**config.mk**
```make
export PLATFORM = sky130hd
export DESIGN_NAME = cond_burst_seq
export DESIGN_NICKNAME = d
export VERILOG_FILES = /design/src/rtl/cond_pkg.sv /design/src/rtl/cond_edge_det.sv /design/src/rtl/cond_sweep_next.sv /design/src/rtl/cond_level_next.sv /design/src/rtl/cond_burst_seq.sv
export SDC_FILE = /design/constraint.sdc
export NUM_CORES = 1
export LEC_CHECK = 0
export CAP_MARGIN = 20
export CORE_MARGIN = 5
export CORE_UTILIZATION = 59
export DETAILED_ROUTE_END_ITERATION = 10
export MAX_ROUTING_LAYER = met4
export PLACE_DENSITY = 0.88
export SETUP_SLACK_MARGIN = 0.5
export SYNTH_ARGS = -nofsm -noshare
export SYNTH_HDL_FRONTEND = slang
export SYNTH_SLANG_ARGS = --single-unit
```
**constraint.sdc**
```tcl
create_clock -name clk_i -period 12.7 [get_ports clk_i]
set_clock_uncertainty 0.1 [all_clocks]
set_input_delay 2.54 -clock clk_i [delete_from_list [all_inputs] [get_ports clk_i]]
set_output_delay 2.54 -clock clk_i [all_outputs]
set_load 0.005 [all_outputs]
```
**src/rtl/cond_pkg.sv**
```systemverilog
package cond_pkg;

    typedef enum logic [1:0] {
        ST_IDLE  = 2'd0,
        ST_BURST = 2'd1,
        ST_FAULT = 2'd2,
        ST_TOP   = 2'd3
    } cond_state_e;

endpackage

```
**src/rtl/cond_edge_det.sv**
```systemverilog
module cond_edge_det (
    input  logic clk_i,
    input  logic rst_ni,
    input  logic lvl_i,
    output logic rise_o
);

    logic prev_d, prev_q;

    always_comb begin
        prev_d = lvl_i;
        rise_o = lvl_i & ~prev_q;
    end

    always_ff @(posedge clk_i or negedge rst_ni) begin
        if (!rst_ni) prev_q <= 1'b0;
        else         prev_q <= prev_d;
    end

endmodule

```
**src/rtl/cond_sweep_next.sv**
```systemverilog
module cond_sweep_next #(
    parameter int W = 24
) (
    input  logic signed [W-1:0] ofs_i,
    input  logic signed [W-1:0] step_i,
    input  logic        [W-2:0] span_i,
    output logic signed [W-1:0] ofs_o
);

    localparam int XW = W + 2;

    logic signed [XW-1:0] sum_x, hi_x, lo_x;

    always_comb begin
        sum_x = XW'(ofs_i) + XW'(step_i);
        hi_x  = signed'(XW'(span_i));
        lo_x  = -hi_x;
        if (sum_x > hi_x)      ofs_o = W'(hi_x);
        else if (sum_x < lo_x) ofs_o = W'(lo_x);
        else                   ofs_o = W'(sum_x);
    end

endmodule

```
**src/rtl/cond_level_next.sv**
```systemverilog
module cond_level_next #(
    parameter int W = 12
) (
    input  logic [W-1:0] amp_i,
    input  logic [W-1:0] step_i,
    input  logic [W-1:0] ceil_i,
    input  logic [W-1:0] backoff_i,
    output logic [W-1:0] up_o,
    output logic [W-1:0] down_o
);

    localparam int XW = W + 1;

    logic [XW-1:0] up_x;

    always_comb begin
        up_x = XW'(amp_i) + XW'(step_i);
        if (up_x >= XW'(ceil_i)) up_o = ceil_i;
        else                     up_o = up_x[W-1:0];
        if (amp_i > backoff_i)   down_o = amp_i - backoff_i;
        else                     down_o = '0;
    end

endmodule

```
**src/rtl/cond_burst_seq.sv**
```systemverilog
module cond_burst_seq
    import cond_pkg::*;
#(
    parameter int FREQ_W = 24,
    parameter int AMP_W  = 12,
    parameter int LEN_W  = 16
) (
    input  logic              clk_i,
    input  logic              rst_ni,
    input  logic              run_i,
    input  logic              rep_pulse_i,
    input  logic              vac_ok_i,
    input  logic              drive_permit_i,
    input  logic [AMP_W-1:0]  cfg_amp_start_i,
    input  logic [AMP_W-1:0]  cfg_amp_step_i,
    input  logic [AMP_W-1:0]  cfg_amp_ceil_i,
    input  logic [AMP_W-1:0]  cfg_amp_backoff_i,
    input  logic [LEN_W-1:0]  cfg_burst_len_i,
    input  logic [FREQ_W-1:0] cfg_freq_start_i,
    input  logic [FREQ_W-1:0] cfg_freq_step_i,
    input  logic [FREQ_W-2:0] cfg_sweep_span_i,
    output logic              gate_o,
    output logic [AMP_W-1:0]  amp_o,
    output logic [FREQ_W-1:0] freq_o,
    output logic [1:0]        status_o
);

    localparam logic [LEN_W-1:0] LEN_ONE = LEN_W'(1);

    typedef struct packed {
        cond_state_e               st;
        logic [LEN_W-1:0]          cnt;
        logic signed [FREQ_W-1:0]  ofs;
        logic [AMP_W-1:0]          amp;
        logic                      gate;
        logic [FREQ_W-1:0]         freq;
    } seq_regs_t;

    seq_regs_t r_d, r_q;

    logic                     rep_rise;
    logic signed [FREQ_W-1:0] ofs_step;
    logic [AMP_W-1:0]         amp_up, amp_down;
    logic [LEN_W-1:0]         first_cnt;

    cond_edge_det i_rep_edge (
        .clk_i  (clk_i),
        .rst_ni (rst_ni),
        .lvl_i  (rep_pulse_i),
        .rise_o (rep_rise)
    );

    cond_sweep_next #(.W(FREQ_W)) i_sweep (
        .ofs_i  (r_q.ofs),
        .step_i (signed'(cfg_freq_step_i)),
        .span_i (cfg_sweep_span_i),
        .ofs_o  (ofs_step)
    );

    cond_level_next #(.W(AMP_W)) i_level (
        .amp_i     (r_q.amp),
        .step_i    (cfg_amp_step_i),
        .ceil_i    (cfg_amp_ceil_i),
        .backoff_i (cfg_amp_backoff_i),
        .up_o      (amp_up),
        .down_o    (amp_down)
    );

    function automatic cond_state_e rest_of(input logic [AMP_W-1:0] a,
                                            input logic [AMP_W-1:0] c);
        return (a >= c) ? ST_TOP : ST_IDLE;
    endfunction

    always_comb begin
        first_cnt = (cfg_burst_len_i == '0) ? '0 : cfg_burst_len_i - LEN_ONE;
        r_d = r_q;
        if (!run_i) begin
            r_d.st   = ST_IDLE;
            r_d.amp  = cfg_amp_start_i;
            r_d.cnt  = '0;
            r_d.ofs  = '0;
            r_d.gate = 1'b0;
        end else begin
            unique case (r_q.st)
                ST_IDLE, ST_TOP: begin
                    if (rep_rise && vac_ok_i) begin
                        r_d.st   = ST_BURST;
                        r_d.cnt  = first_cnt;
                        r_d.ofs  = '0;
                        r_d.gate = drive_permit_i;
                    end else begin
                        r_d.st   = rest_of(r_q.amp, cfg_amp_ceil_i);
                    end
                end
                ST_BURST: begin
                    if (!vac_ok_i) begin
                        r_d.st   = ST_FAULT;
                        r_d.gate = 1'b0;
                        r_d.amp  = amp_down;
                        r_d.ofs  = '0;
                    end else if (r_q.cnt == '0) begin
                        r_d.st   = rest_of(amp_up, cfg_amp_ceil_i);
                        r_d.gate = 1'b0;
                        r_d.amp  = amp_up;
                        r_d.ofs  = '0;
                    end else begin
                        r_d.cnt  = r_q.cnt - LEN_ONE;
                        r_d.ofs  = ofs_step;
                        r_d.gate = drive_permit_i;
                    end
                end
                ST_FAULT: begin
                    r_d.gate = 1'b0;
                    if (vac_ok_i) r_d.st = rest_of(r_q.amp, cfg_amp_ceil_i);
                end
                default: r_d.st = ST_IDLE;
            endcase
        end
        r_d.freq = cfg_freq_start_i + $unsigned(r_d.ofs);
    end

    always_ff @(posedge clk_i or negedge rst_ni) begin
        if (!rst_ni) r_q <= '0;
        else         r_q <= r_d;
    end

    always_comb begin
        gate_o   = r_q.gate;
        amp_o    = r_q.amp;
        freq_o   = r_q.freq;
        status_o = r_q.st;
    end

    AST_GATE_ONLY_IN_BURST: assert property (@(posedge clk_i) disable iff (!rst_ni)
        gate_o |-> (status_o == ST_BURST));

    AST_GATE_NEEDS_PERMIT: assert property (@(posedge clk_i) disable iff (!rst_ni)
        gate_o |-> $past(drive_permit_i));

    AST_FAULT_CLOSES_GATE: assert property (@(posedge clk_i) disable iff (!rst_ni)
        (r_q.st == ST_BURST && run_i && !vac_ok_i) |=> (!gate_o && status_o == ST_FAULT));

    AST_BACKOFF_NOT_UP: assert property (@(posedge clk_i) disable iff (!rst_ni)
        (r_q.st == ST_BURST && run_i && !vac_ok_i) |=> (amp_o <= $past(amp_o)));

    AST_AMP_UNDER_CEIL: assert property (@(posedge clk_i) disable iff (!rst_ni)
        (r_q.st == ST_BURST && run_i && vac_ok_i && r_q.cnt == '0)
        |=> (amp_o <= $past(cfg_amp_ceil_i)));

    AST_RUN_LOW_RESTS: assert property (@(posedge clk_i) disable iff (!rst_ni)
        !run_i |=> (!gate_o && status_o == ST_IDLE));

    AST_NO_REP_WHILE_FAULT: assert property (@(posedge clk_i) disable iff (!rst_ni)
        (r_q.st == ST_FAULT && run_i && !vac_ok_i) |=> (status_o == ST_FAULT));

endmodule

```
==> results of run 1 <==
-- worst max-delay path: cells and delay by family --
family,cells,cell delay [ns]
buf+inv,1,0.40
compound gates,18,4.84
fa+ha+maj,4,1.27
xor+xnor,2,0.35
simple gates,7,1.64
-- final cells by class --
cell class              count  share of cell area (%)
clock inverters             7                   0.992
multi-input cells        1000                    60.1
well taps                 220                    2.27
flip-flops and latches     80                    16.5
inverters                  94                    2.91
clock buffers               9                    1.86
repair buffers            187                    15.3
-- sequential cells by signal, indices dropped and copies added (netlist names) --
name               flops
r_q                   40
freq_o                24
amp_o                 12
status_o               2
gate_o                 1
i_rep_edge.prev_q      1
-- cells by family (layout without fill, tap and decap cells) --
group / after synthesis / count (layout) / synth area share (%)
AO/OA/AOI/OAI: 394 / 394 / 25.7
AND/OR/NAND/NOR: 335 / 335 / 16.4
adder cells (fa/ha/maj): 162 / 162 / 20.5
buffers and inverters: 161 / 297 / 7.50
XOR/XNOR: 91 / 91 / 8.08
flip-flops: 80 / 80 / 20.0
multiplexers: 18 / 18 / 1.92
-- routing by layer --
layer  share of wire [%]  GRT usage (%)
met5                   0              -
met4                 2.4           10.0
met3                 7.8           4.67
met2                  47           49.2
met1                  43           39.5
-- cell usage after synthesis (all sizes together) (6+ instances only) --
cell type,count,area (um^2)
a21boi,6,45.0
nand4,20,125
o21a,10,75.1
buf,42,305
xnor2,62,543
dfrtp,80,2000
inv,93,349
o31ai,8,60.1
nand2b,19,119
mux2,10,113
xor2,28,245
nor2,83,314
a21o,40,300
nand2,93,349
a22oi,18,135
a211oi,14,118
clkbuf,25,93.8
o21bai,11,82.6
a21oi,102,510
a22o,9,78.8
nor2b,12,75.1
and3,8,50.1
nor3,31,160
nand3,16,80.1
mux2i,8,80.1
nand3b,6,45.0
a31oi,14,87.6
nor4,12,75.1
o211ai,14,105
o21ai,90,450
o22ai,7,43.8
or3,9,61.3
a222oi,8,80.1
a41oi,6,52.6
ha,157,1960
and2,13,81.3
-- power by group --
group / internal (mW) / total (mW) / switching (mW)
combinational: 0.601 / 1.30 / 0.701
sequential: 0.313 / 0.372 / 0.0591
clock: 0.192 / 0.310 / 0.118
-- per-stage QoR --
step / setup WS (ns) / cell area, um^2 / cells
final: 1.78 / 12100 / 1597
after global routing: 1.15 / 12100 / 1597
after CTS: 1.96 / 12100 / 1595
after detailed placement: 1.68 / 11700 / 1579
after global placement: 1.89 / 11700 / 1579
after floorplan: 3.78 / 10000 / 1241
-- worst max path at each step --
stage                            to  slack [ns]  cells after the start
6_report       freq_o[23]$_DFF_PN0_        1.78                     32
2_1_floorplan  freq_o[20]$_DFF_PN0_        3.78                     37
3_5_place_dp   freq_o[23]$_DFF_PN0_        1.68                     32
5_1_grt        freq_o[23]$_DFF_PN0_        1.15                     32
4_1_cts        freq_o[23]$_DFF_PN0_        1.96                     32
3_3_place_gp   freq_o[23]$_DFF_PN0_        1.89                     32
==> reports/qor.log, run 1 <==
INFO  setup_path     timing.critical_path.fanout_max=21
INFO  job            timing.max_cap.violations=0
INFO  final_layout   antenna_cells=0
INFO  sta            worst_hold_slack=0.392ns
INFO  die            dieWidth=140um
INFO  die            placeableCoreArea=0.0166mm^2
INFO  clock_tree     ctsResizeCount=0
INFO  global_routing global_route_usage_over_all_layers=30.6%
INFO  place          number_of_buffers_inserted_by_port_buffering=179
INFO  synthesis      synth_fp_nets=1,543
INFO  synthesis      postSynth.topFlopCell=sky130_fd_sc_hd__dfrtp_1
INFO  setup_path     worst-endpoint-arrival=11.06ns
INFO  route          wire_per_inst=18.5um
INFO  synthesis      netlist-cell-type-count=73
INFO  synthesis      proportion_of_synthesized_flip_flops_having_asynchronous_set_or_reset=100%
INFO  die            die_h=140um
INFO  route          drt.antenna.violating_nets=0
INFO  sta            worst_slew_margin_rel=42.1%
INFO  place          routabilityCongestion=0.958
INFO  sta            finalHoldViolations=0
INFO  clock_tree     clk_path_buf_depth=2
INFO  die            pin_count=180
INFO  final_layout   fill_cells=1,229
INFO  final_layout   regArea=0.00200mm^2
INFO  setup_path     r2r-end=freq_o[23]$_DFF_PN0_
INFO  place          detailed_place_hpwl=23,400um
INFO  setup_path     reg2reg_slack=3.96ns
INFO  setup_path     worst_setup_path_startpoint=cfg_freq_step_i[0]
INFO  global_routing via_count_of_the_first_global_routing_pass=9,988
INFO  clock_tree     cts_tree=done
INFO  sta            setup_repair_after_global_routing_missed_its_margin=false
INFO  final_layout   layout.nets=1,674
INFO  sta            drv_slew=0
INFO  die            start_util=60.3%
INFO  clock_tree     clock_tree.htree_level_count=3
INFO  pwr            finalPower=1.99mW
INFO  clock_tree     cts.sink_count=80
INFO  setup_path     rr_startpoint=r_q[37]$_DFF_PN0_
INFO  synthesis      synth.cell_area=0.0100mm^2
INFO  worst_hold_path timing.hold.worst_endpoint=r_q[76]$_DFFE_PN0P_
INFO  route          detail_route.first_pass.iterations=5
INFO  sta            period_share=86.0%
INFO  setup_path     critPathKind=in2reg
INFO  sta            post-route-min-period=10.92ns
INFO  worst_hold_path timing.hold.worst.start=r_q[76]$_DFFE_PN0P_
INFO  final_layout   multiInputGateArea=0.00728mm^2
INFO  setup_path     crit_path_start_kind=input port
INFO  final_layout   mostFrequentLayoutCell=sky130_fd_sc_hd__clkdlybuf4s50_1
INFO  synthesis      synthesis.instances=1,241
INFO  route          route.detailed.drc=0
INFO  die            floorplan.die_area=0.0197mm^2
INFO  synthesis      post_synthesis_register_bit_count=80
INFO  worst_hold_path cell_count_of_the_worst_hold_path=1
INFO  clock_tree     cts_root_buf=sky130_fd_sc_hd__clkbuf_16
INFO  global_routing grt_max_degree=58
INFO  setup_path     critical-path-max-stage-delay=0.68ns
INFO  route          viasPerCell=6.22
INFO  setup_path     crit_slowest_cell=sky130_fd_sc_hd__o31ai_1
INFO  final_layout   areaGrowthSynthToFinish=20.7%
INFO  final_layout   mostFrequentLayoutCells=sky130_fd_sc_hd__clkdlybuf4s50_1 (178), sky130_fd_sc_hd__ha_1 (157), sky130_fd_sc_hd__a21oi_1 (102)
INFO  pwr            worst_ir_drop_vdd=0.146mV
INFO  sta            timing_worst_slew_pin_value=0.861ns
INFO  synthesis      yosysWarnings=0
INFO  global_routing number_of_antenna_violations_at_the_first_check_in_global_routing=0
INFO  route          first_iter_violations=769
INFO  pwr            power.leakage=5.59nW
INFO  pwr            powerDensity=164mW/mm^2
INFO  route          wirelength=29,600um
INFO  global_routing total_grt_overflow=0
INFO  synthesis      edff_count_synth=0
INFO  sta            clock.fmax=91.6MHz
INFO  global_routing first_pass_grt_wire_length=48,700um
INFO  clock_tree     cts.repair_timing.setup_buffer_count=0
INFO  synthesis      synth_sequential_area_ratio=20.0%
INFO  route          dr_total_vias=9,931
INFO  clock_tree     cts.reportedPaths.clkPinSlew=0.06ns
INFO  sta            setup-violations-final=0
INFO  final_layout   finish.utilization=72.7%
INFO  setup_path     required=12.83ns
INFO  sta            setup_total_negative_slack=0ns
INFO  synthesis      avgSynthCellArea=8.08um^2
INFO  die            placement_rows=47
INFO  final_layout   drive_gt1_share=3.41%
INFO  clock_tree     numCtsBuffers=9
INFO  worst_hold_path hp-class=reg2reg
INFO  clock_tree     cts_hold_repair.buffers=0
INFO  setup_path     cp-end-kind=register
INFO  status         status=finished, final reports clean
INFO  setup_path     worst_r2r_path_depth=31
INFO  clock_tree     worst_skew_pair.late_latency=0.36ns
Power figures use the tool's default switching activity.
==> inputs of run 2 (changes only) <==
- CTS_CLUSTER_SIZE: unset -> 24
==> results of run 2 <==
Same layout as run 1: the final DEF is identical, and so are final timing and power.
==> inputs of run 3 (changes only) <==
- MAX_ROUTING_LAYER: met4 -> unset
==> reports/qor.log, run 3 (synthesized netlist as in run 1, its figures left out) <==
INFO  final_layout   largest_register_ff_count=40 [unchanged]
INFO  sta            finalHoldViolations=0 [unchanged]
INFO  final_layout   registers.top_by_ff_count=r_q
INFO  global_routing via_count_of_the_first_global_routing_pass=9,759 [-2.3%]
INFO  global_routing number_of_antenna_violations_at_the_first_check_in_global_routing=0 [unchanged]
INFO  job            timing.max_cap.violations=0 [unchanged]
INFO  clock_tree     cts.reportedPaths.clkPinSlew=0.06ns [about the same]
INFO  route          wirelength=29,200um [-1.3%]
INFO  global_routing grt_max_degree=59 [+1.7%]
INFO  clock_tree     worst_skew_pair.late_latency=0.36ns [about the same]
INFO  setup_path     worst_setup_path_startpoint=cfg_freq_step_i[0]
INFO  sta            setup-violations-final=0 [unchanged]
INFO  worst_hold_path timing.hold.worst.start=r_q[76]$_DFFE_PN0P_
INFO  setup_path     required=12.83ns [about the same]
INFO  route          first_iter_violations=834 [+8.5%]
INFO  final_layout   drive_gt1_share=3.41% [unchanged]
INFO  setup_path     rr_startpoint=r_q[37]$_DFF_PN0_
INFO  clock_tree     cts_tree=done
INFO  pwr            finalPower=1.95mW [-1.7%]
INFO  final_layout   antenna_cells=0 [unchanged]
INFO  die            dieWidth=140um [unchanged]
INFO  place          routabilityCongestion=0.953 [-0.51%]
INFO  sta            timing_worst_slew_pin_value=0.928ns [+0.0670 ns]
INFO  sta            setup_total_negative_slack=0ns [unchanged]
INFO  clock_tree     clk_path_buf_depth=2 [unchanged]
INFO  final_layout   mostFrequentLayoutCells=sky130_fd_sc_hd__clkdlybuf4s50_1 (178), sky130_fd_sc_hd__ha_1 (157), sky130_fd_sc_hd__a21oi_1 (102)
INFO  setup_path     worst-endpoint-arrival=11.28ns [+0.22 ns]
INFO  setup_path     critical-path-max-stage-delay=0.75ns [+0.07 ns]
INFO  final_layout   areaGrowthSynthToFinish=20.3%
INFO  route          route.detailed.drc=0 [unchanged]
INFO  final_layout   layout.nets=1,674 [unchanged]
INFO  die            die_h=140um [unchanged]
INFO  route          drt.antenna.violating_nets=0 [unchanged]
INFO  route          dr_total_vias=9,956 [+0.25%]
INFO  clock_tree     numCtsBuffers=9 [unchanged]
INFO  clock_tree     clock_tree.htree_level_count=3 [unchanged]
INFO  setup_path     cp-end-kind=register
INFO  route          viasPerCell=6.23 [+0.25%]
INFO  clock_tree     cts_hold_repair.buffers=0 [unchanged]
INFO  clock_tree     ctsResizeCount=0 [unchanged]
INFO  die            start_util=60.3% [unchanged]
INFO  sta            post-route-min-period=11.15ns [+0.231 ns]
INFO  status         status=finished, final reports clean
INFO  clock_tree     cts_root_buf=sky130_fd_sc_hd__clkbuf_16
INFO  sta            worst_slew_margin_rel=37.6% [-4.5 points]
INFO  die            floorplan.die_area=0.0197mm^2 [unchanged]
INFO  sta            setup_repair_after_global_routing_missed_its_margin=false
INFO  setup_path     timing.critical_path.fanout_max=21 [unchanged]
INFO  final_layout   fill_cells=1,282 [+4.3%]
INFO  pwr            worst_ir_drop_vdd=0.139mV [-4.9%]
INFO  die            placeableCoreArea=0.0166mm^2 [unchanged]
INFO  pwr            powerDensity=162mW/mm^2 [-1.4%]
INFO  global_routing total_grt_overflow=0 [unchanged]
INFO  die            pin_count=180 [unchanged]
INFO  pwr            power.leakage=5.57nW [-0.32%]
INFO  clock_tree     cts.sink_count=80 [unchanged]
INFO  sta            clock.fmax=89.7MHz [-2.1%]
INFO  sta            drv_slew=0 [unchanged]
INFO  sta            post_route_setup_slack=1.55ns [-0.231 ns]
INFO  route          wire_per_inst=18.3um [-1.3%]
INFO  place          detailed_place_hpwl=23,300um [-0.33%]
INFO  global_routing first_pass_grt_wire_length=47,800um [-1.8%]
INFO  sta            period_share=87.8% [+1.8 points]
INFO  place          number_of_buffers_inserted_by_port_buffering=179 [unchanged]
INFO  setup_path     crit_path_start_kind=input port
INFO  worst_hold_path hp-class=reg2reg
INFO  setup_path     critPathKind=in2reg
INFO  place          dpl_worst_slack=1.53ns [-0.145 ns]
INFO  global_routing global_route_usage_over_all_layers=29.1% [-1.5 points]
INFO  clock_tree     cts.repair_timing.setup_buffer_count=0 [unchanged]
INFO  final_layout   mostFrequentLayoutCell=sky130_fd_sc_hd__clkdlybuf4s50_1
INFO  setup_path     crit_slowest_cell=sky130_fd_sc_hd__o31ai_1
INFO  route          detail_route.first_pass.iterations=6 [+1]
INFO  die            placement_rows=47 [unchanged]
==> run 3: worst max-delay path: cells and delay by family <==
family | cells | cell delay, ns
compound gates | 18 | 4.94
xor+xnor | 2 | 0.39
fa+ha+maj | 4 | 1.29
buf+inv | 1 | 0.42
simple gates | 7 | 1.67
==> run 3: worst paths after layout <==
| kind | end | cells after the start | slack (ns) |
|---|---|---|---|
| max in group asynchronous | r_q[56]$_DFF_PN0_ | 2 | 9.44 |
| max reg2reg | freq_o[23]$_DFF_PN0_ | 31 | 3.76 |
| min in group asynchronous | r_q[73]$_DFFE_PN0P_ | 1 | 1.97 |
| min reg2reg | r_q[76]$_DFFE_PN0P_ | 1 | 0.40 |
| max | freq_o[23]$_DFF_PN0_ | 32 | 1.55 |
| min | r_q[76]$_DFFE_PN0P_ | 1 | 0.40 |
==> run 3: power breakdown <==
| group | switching (mW) | internal, mW | leakage (nW) |
|---|---|---|---|
| registers | 0.0590 | 0.313 | 1.03 |
| logic | 0.703 | 0.602 | 4.39 |
| clock network | 0.112 | 0.162 | 0.148 |
| total | 0.874 | 1.08 | 5.57 |
==> run 3: layout make-up <==
cell class              count  area (um^2)  share of cell area, %
repair buffers            187         1850                   15.3
inverters                  94          353                   2.92
multi-input cells        1000         7280                   60.3
clock buffers              11          253                   2.09
clock inverters             5         55.1                  0.456
well taps                 220          275                   2.28
flip-flops and latches     80         2000                   16.6
==> run 3: metrics by stage <==
stage / hold slack [ns] / util, % / std cells / instance area [um^2]
finish: 0.402 / 72.5 / 1597 / 12100
detailed placement: 0.382 / 70.6 / 1579 / 11700
global route: 0.423 / 72.5 / 1597 / 12100
CTS: 0.402 / 72.4 / 1595 / 12100
floorplan: 0.357 / - / 1241 / 10000
global placement: 0.382 / 70.6 / 1579 / 11700
==> run 3: routing by layer <==
| layer | routed length (um) | share of wire [%] | GRT usage (%) | vias to the layer above |
|---|---|---|---|---|
| li1 | - | - | - | 4794 |
| met1 | 12800 | 44 | 39.0 | 4647 |
| met2 | 13400 | 46 | 47.2 | 439 |
| met3 | 2130 | 7.3 | 4.98 | 76 |
| met4 | 912 | 3.1 | 10.6 | 0 |
| met5 | 0 | 0 | 0 | - |
